**config.mk**
```make
export PLATFORM = sky130hd
export DESIGN_NAME = rtc_rob_store
export DESIGN_NICKNAME = d
export VERILOG_FILES = /design/src/rtl/rtc_rob_store.sv
export SDC_FILE = /design/constraint.sdc
export NUM_CORES = 1
export LEC_CHECK = 0
export BUFFER_PORTS_ARGS = -buffer_cell sky130_fd_sc_hd__buf_2
export CORE_UTILIZATION = 40
export DETAILED_ROUTE_END_ITERATION = 12
export PLACE_DENSITY = 0.58
export SLEW_MARGIN = 40
export SYNTH_ARGS = -nofsm -noshare
export SYNTH_HDL_FRONTEND = slang
export SYNTH_SLANG_ARGS = --single-unit
```
**constraint.sdc**
```tcl
create_clock -name clk -period 3.6 [get_ports clk]
set_input_delay 0.72 -clock clk [delete_from_list [all_inputs] [get_ports clk]]
set_output_delay 0.72 -clock clk [all_outputs]
set_load 0.02 [all_outputs]
```
**src/rtl/rtc_rob_store.sv**
```systemverilog
module rtc_rob_store #(
  parameter int DEPTH = 32,
  parameter int AW    = 5,
  parameter int PW    = 6,
  localparam int PTR_W = $clog2(DEPTH),
  localparam int CNT_W = PTR_W + 1
) (
  input  logic          clk,
  input  logic          rst_n,
  input  logic          flush,
  input  logic          push,
  input  logic [AW-1:0] push_arch,
  input  logic [PW-1:0] push_new,
  input  logic [PW-1:0] push_prev,
  input  logic          pop,
  output logic [AW-1:0] head_arch,
  output logic [PW-1:0] head_new,
  output logic [PW-1:0] head_prev,
  output logic          empty,
  output logic          full
);

  logic [AW-1:0]    arch_mem [DEPTH];
  logic [PW-1:0]    new_mem  [DEPTH];
  logic [PW-1:0]    prev_mem [DEPTH];
  logic [PTR_W-1:0] head_q, head_d, tail_q, tail_d;
  logic [CNT_W-1:0] cnt_q, cnt_d;

  function automatic logic [PTR_W-1:0] bump(input logic [PTR_W-1:0] p);
    return (p == PTR_W'(DEPTH - 1)) ? '0 : p + 1'b1;
  endfunction

  assign empty = (cnt_q == '0);
  assign full  = (cnt_q == CNT_W'(DEPTH));

  always_comb begin
    head_d = head_q;
    tail_d = tail_q;
    cnt_d  = cnt_q;
    if (flush) begin
      head_d = '0;
      tail_d = '0;
      cnt_d  = '0;
    end else begin
      if (push) tail_d = bump(tail_q);
      if (pop)  head_d = bump(head_q);
      case ({push, pop})
        2'b10:   cnt_d = cnt_q + 1'b1;
        2'b01:   cnt_d = cnt_q - 1'b1;
        default: cnt_d = cnt_q;
      endcase
    end
  end

  always_ff @(posedge clk or negedge rst_n) begin
    if (!rst_n) begin
      head_q <= '0;
      tail_q <= '0;
      cnt_q  <= '0;
    end else begin
      head_q <= head_d;
      tail_q <= tail_d;
      cnt_q  <= cnt_d;
    end
  end

  always_ff @(posedge clk) begin
    if (push && !flush) begin
      arch_mem[tail_q] <= push_arch;
      new_mem[tail_q]  <= push_new;
      prev_mem[tail_q] <= push_prev;
    end
  end

  assign head_arch = arch_mem[head_q];
  assign head_new  = new_mem[head_q];
  assign head_prev = prev_mem[head_q];

  AST_ROB_NO_OVERFLOW: assert property (@(posedge clk) disable iff (!rst_n)
    push |-> !full);
  AST_ROB_NO_UNDERFLOW: assert property (@(posedge clk) disable iff (!rst_n)
    pop |-> !empty);
  AST_ROB_FLUSH_EMPTIES: assert property (@(posedge clk) disable iff (!rst_n)
    flush |=> empty);

endmodule

```
==> results of run 1 <==
## registers in the layout (all words and copies together), names as in the netlist
register and flops:
head_q 5, prev_mem 192, cnt_q 6, tail_q 5, arch_mem 160, new_mem 192
## through the flow
step / utilization (%) / hold slack, ps / cells
6_report: 47.0 / 47.2 / 2023
5_1_grt: 47.0 / 66.9 / 2022
4_1_cts: 46.9 / 35.9 / 2015
3_5_place_dp: 43.6 / 601 / 1910
3_3_place_gp: 43.6 / 586 / 1910
2_1_floorplan: - / 424 / 1172
## area by class of cell
cell class / instances / area (um^2)
Fill cell: 4509 / 28700
Timing Repair Buffer: 120 / 1010
Inverter: 4 / 16.3
Multi-Input combinational cell: 541 / 5040
Clock inverter: 27 / 206
Antenna cell: 1 / 2.50
Tap cell: 696 / 871
Clock buffer: 74 / 1560
Sequential cell: 560 / 16700
## routing by layer
metal  share of wire (%)  wire (um)
met1                  43      22800
met2                  48      25800
met3                 5.9       3170
met4                 3.4       1800
met5               0.041         22
## where the power goes
part / switching (W) / internal (W) / leakage (nW)
Clock: 0.00238 / 0.00325 / 0.872
Sequential: 0.0000267 / 0.00718 / 5.11
Combinational: 0.000467 / 0.000295 / 2.03
## layout by cell type, fill, tap and decap left out, drive strengths merged, types with 10 or more instances in the layout
cell,n
nand2,12
nor2,58
edfxtp,544
dfrtp,16
a21oi,41
mux2i,140
buf,120
ha,10
nor2b,40
clkinv,23
nand3,35
mux4,68
a22oi,70
nand4,17
clkbuf,74
## cells by family after synthesis
| family | share of synthesized area [%] |
|---|---|
| compound gates | 3.76 |
| fa+ha+maj | 0.568 |
| xor+xnor | 0.119 |
| simple gates | 4.54 |
| flops | 75.9 |
| mux | 13.4 |
| buf+inv | 1.66 |
## worst reg2reg max path, stage by stage (launching register included)
cell	delay, ps
dfrtp_1	690
or3b_2	550
nor2_2	390
buf_4	310
## what timing repair did
action                                  4_1_cts  5_1_grt
setup buffers                                 4        7
pin swaps                                     2        2
endpoints found under the setup margin       13        9
gates resized for setup                       3        4
## worst paths after layout
check                                      start                  endpoint  slack (ps)  depth (start not counted)
min in group clk                             pop     head_q[4]$_DFFE_PN0P_         540                          3
max                        head_q[0]$_DFFE_PN0P_              head_arch[0]          60                          6
max in group asynchronous                  rst_n     head_q[0]$_DFFE_PN0P_        3240                          1
min reg2reg                tail_q[1]$_DFFE_PN0P_     tail_q[1]$_DFFE_PN0P_         610                          2
min                                        rst_n      cnt_q[5]$_DFFE_PN0P_          50                          1
max reg2reg                tail_q[2]$_DFFE_PN0P_  prev_mem[4][0]$_DFFE_PP_        1350                          3
==> metrics.txt, run 1 <==
Post-synth EDFFs 544; outcome finished, final reports clean; Clock Path Buffers 3; vias in the first global route 11548; DRC 0; crit end category output pin; Setup TNS Final 0 ps; Fmax 283 MHz; synthesized area 22000 um^2; Rows 85; max_slew headroom 48.6%; CTS tree done; Clk Latency, worst-skew pair 600 ps; top cells by count, synth edfxtp_1 (544), mux2i_1 (140), a22oi_1 (70), mux4_2 (68), nor2_1 (57); Hold WC Path Type in2async; Synth cell types 41; vias per std cell 5.56; Worst-path clk slew 60 ps; number of buffers created by CTS 57; unrepaired setup endpoints after global routing yes; ranking of synthesized cells by area edfxtp_1 (74%), mux4_2 (6.9%), mux2i_1 (6.4%), a22oi_1 (2.4%), dfrtp_1 (1.8%); CP max FO 13; Post-Layout Inst Area 25500 um^2; power per cell area 534 nW/um^2; max cap viols 0; register area share after synthesis 75.9%; worst-margin pin slew 771 ps; ys async rst share 2.86%; Die Span Y 237 um; initial DRC count 1068; GR Overflow Total 0; VDD IR-drop max 349 uV; critical path type reg2out; core footprint 54100 um^2; Mapped Avg Cell Area 18.8 um^2; die area 56000 um^2; met2 GRT Util 31.3%; grt met1 use 26.1%; crit path time final 3540 ps; first-pass GRT wire length 78300 um; final WL 53700 um; fraction of the cycle the final worst path needs 98.3%; Leakage 8.01 nW; Final Skew 15.8 ps; Slowest-stage cell, CP dfrtp_4; synthesized net count 1204; initial antenna violation count 4; Synth Instances 1172; cell taking the most area after synthesis edfxtp_1; Overall Power 0.0136 W; clk sinks 560; dpl ws 520 ps; H-tree Lvls 2; starting density of the core 40.7%; Final setup viols 0; worst endpoint required time 2880 ps; Data arrival, critical path 2820 ps; io pins 41; cell family with most CP delay flip-flops; post-route ant nets 0; pin count of the biggest net entering global routing 43; final setup margin 61.5 ps; CP max stage delay 590 ps; Synth Register Bits 560; worst path buffer plus inverter count 2; Placed Instance Area 23600 um^2; final hold vios 0; die width 237 um; top-count cell post-synth edfxtp_1; Final GP Congestion 0.784; share of the synthesized area in the top cell type 74.1%; M3 GR Usage 4.02%; Slew Limit Fails 0; warnings from Yosys 0; IO Port Bufs 40; GR Util All Layers 19.4%; # hold bufs at CTS 0; Vias 11242; busiest grt layer met2; ys flop type edfxtp_1; Layout Nets 1316; router iterations before antenna repair 5; post-DP HPWL 32100 um; crit path cell chain buf_4, mux4_2, nor2b_1, a21oi_1, nand4_1, buf_2; Root Buffer clkbuf_16; area added between synthesis and finish 15.5%; WL per Instance 26.5 um; CP Launch Type register; share of layout cells above drive strength 1 23.4%
Power figures use the tool's default switching activity.
==> inputs of run 2 (changes only) <==
ABC_CLOCK_PERIOD_IN_PS = 3600   (was unset)
CELL_PAD_IN_SITES_DETAIL_PLACEMENT = 1   (was unset)
CELL_PAD_IN_SITES_GLOBAL_PLACEMENT = 1   (was unset)
PLACE_DENSITY = 0.64   (was 0.58)
==> run 2 against run 1 <==
  * Sequential share of layout area increased by 0.060 points
  * Register-to-register slack better by 40 ps
  * Clock skew increased by 11 ps
  * Critical endpoint is now head_new[1]
==> metrics.txt, run 2 (synthesis gave the netlist of run 1 again) <==
crit end category output pin; Vias 11484 (+2.2%); area added between synthesis and finish 15.4% (about the same); Critical Path Sink head_new[1]; critical path type reg2out; Overall Power 0.0133 W (-2.0%); first-pass GRT wire length 79500 um (+1.6%); Clock Path Buffers 3 (unchanged); max_slew headroom 55.0% (+6.4 points); Largest regs new_mem x192, prev_mem x192, arch_mem x160; Layout Nets 1325 (+0.68%); Hold WC Path Type in2async; starting density of the core 40.7% (unchanged); placed cell count 1926 (+0.84%); commonest non-fill, non-tap cells in the layout edfxtp_1 (544), mux2i_1 (140), a22oi_1 (70); initial DRC count 1164 (+9.0%); outcome finished, final reports clean; Data arrival, critical path 2820 ps (about the same); pin count of the biggest net entering global routing 35 (-19%); WL per Instance 26.6 um (+0.29%); initial antenna violation count 5 (+1); Fmax 282 MHz (about the same); CP Depth 7 (+1); core footprint 54100 um^2 (unchanged); RR Startpoint head_q[1]$_DFFE_PN0P_; power per cell area 524 nW/um^2 (-1.9%); reg2reg path depth 9 (+6); crit path cell chain buf_12, buf_8, buf_4, mux4_2, a21oi_1, nand4_1, buf_2; commonest non-fill, non-tap cell in the layout edfxtp_1; Final setup viols 0 (unchanged); vias per std cell 5.67 (+2.0%); IO Port Bufs 40 (unchanged); number of buffers created by CTS 56 (-1.8%); io pins 41 (unchanged); Filler cells 5002 (+11%); worst-margin pin slew 675 ps (-95.5 ps); max cap viols 0 (unchanged); post-route ant nets 0 (unchanged); post-DP HPWL 33400 um (+4.1%); die width 237 um (unchanged); Final Skew 27.1 ps (+11.3 ps); worst endpoint required time 2880 ps (about the same); H-tree Lvls 2 (unchanged); Die Span Y 237 um (unchanged); Worst-path clk slew 60 ps (about the same); Root Buffer clkbuf_16; Worst R2R Setup Slack 1390 ps (+40 ps); diode count 0 (-1); GR Util All Layers 19.4% (-0.062 points); share of layout cells above drive strength 1 23.7% (+0.29 points); crit path time final 3540 ps (+1.70 ps); Final GP Congestion 0.752 (-4.1%); final hold vios 0 (unchanged); CP max FO 15 (+2); final WL 53900 um (+0.49%); Setup TNS Final 0 ps (unchanged); vias in the first global route 11907 (+3.1%); fin cells 2027 (+0.20%); worst path buffer plus inverter count 4 (+2); clk sinks 560 (unchanged); Clk Latency, worst-skew pair 610 ps (about the same); Slowest-stage cell, CP mux4_2; post-layout util 47.0% (about the same); Slew Limit Fails 0 (unchanged); CP max stage delay 490 ps (-100 ps); Rows 85 (unchanged); DRC 0 (unchanged); unrepaired setup endpoints after global routing no; GR Overflow Total 0 (unchanged); cell family with most CP delay buffers and inverters; Critical Path Start head_q[0]$_DFFE_PN0P_; CTS tree done; CP Launch Type register; Reg2Reg Capture Point head_q[0]$_DFFE_PN0P_; die area 56000 um^2 (unchanged); VDD IR-drop max 382 uV (+9.3%); fraction of the cycle the final worst path needs 98.3% (about the same); router iterations before antenna repair 5 (unchanged); Leakage 8.03 nW (+0.24%)
run 2: timing repair:
| action | 4_1_cts | 5_1_grt |
|---|---|---|
| hold buffers | 0 | 0 |
| gates resized for setup | 10 | 13 |
| hold endpoints to repair | 0 | 0 |
| endpoints found under the setup margin | 16 | 12 |
| setup buffers | 5 | 0 |
| pin swaps | 0 | 1 |
run 2: worst min-delay path by stage:
stage,startpoint,end,slack [ps],cells past startpoint
after CTS,rst_n,cnt_q[1]$_DFFE_PN0P_,30,1
after global routing,rst_n,cnt_q[0]$_DFFE_PN0P_,70,1
final,rst_n,cnt_q[1]$_DFFE_PN0P_,50,1
after global placement,cnt_q[3]$_DFFE_PN0P_,cnt_q[3]$_DFFE_PN0P_,580,2
after floorplan,rst_n,cnt_q[0]$_DFFE_PN0P_,420,0
after detailed placement,cnt_q[3]$_DFFE_PN0P_,cnt_q[3]$_DFFE_PN0P_,600,2
run 2: power breakdown:
part	total [W]	internal (W)	switching, W
Combinational	0.000776	0.000311	0.000465
Sequential	0.00720	0.00718	0.0000220
Clock	0.00535	0.00297	0.00238
Total	0.0133	0.0105	0.00287
run 2: cell type report:
type	count	area, um^2	share of cell area (%)
sequential	560	16700	65.8
multi-input combinational	541	5050	19.8
clock buffer	64	1430	5.63
timing repair buffer	130	1120	4.39
tap	696	871	3.42
clock inverter	32	211	0.831
inverter	4	16.3	0.0639
run 2: per-layer routing:
layer | GRT usage [%] | part of all wire (%) | routed length, um | vias to the layer above
li1 | - | - | - | 4950
met1 | 28.2 | 46 | 24700 | 6104
met2 | 29.7 | 46 | 24900 | 340
met3 | 3.85 | 6.1 | 3280 | 84
met4 | 5.23 | 1.9 | 1020 | 6
met5 | 0 | 0.067 | 36 | -
run 2: per-stage QoR:
step,worst slack [ps],hold WS (ps),instance area (um^2)
finish,59.8,46.8,25400
global route,7.49,69.5,25400
CTS,1.73,31.9,25400
detailed placement,488,598,23600
global placement,465,584,23600
floorplan,1150,424,22000
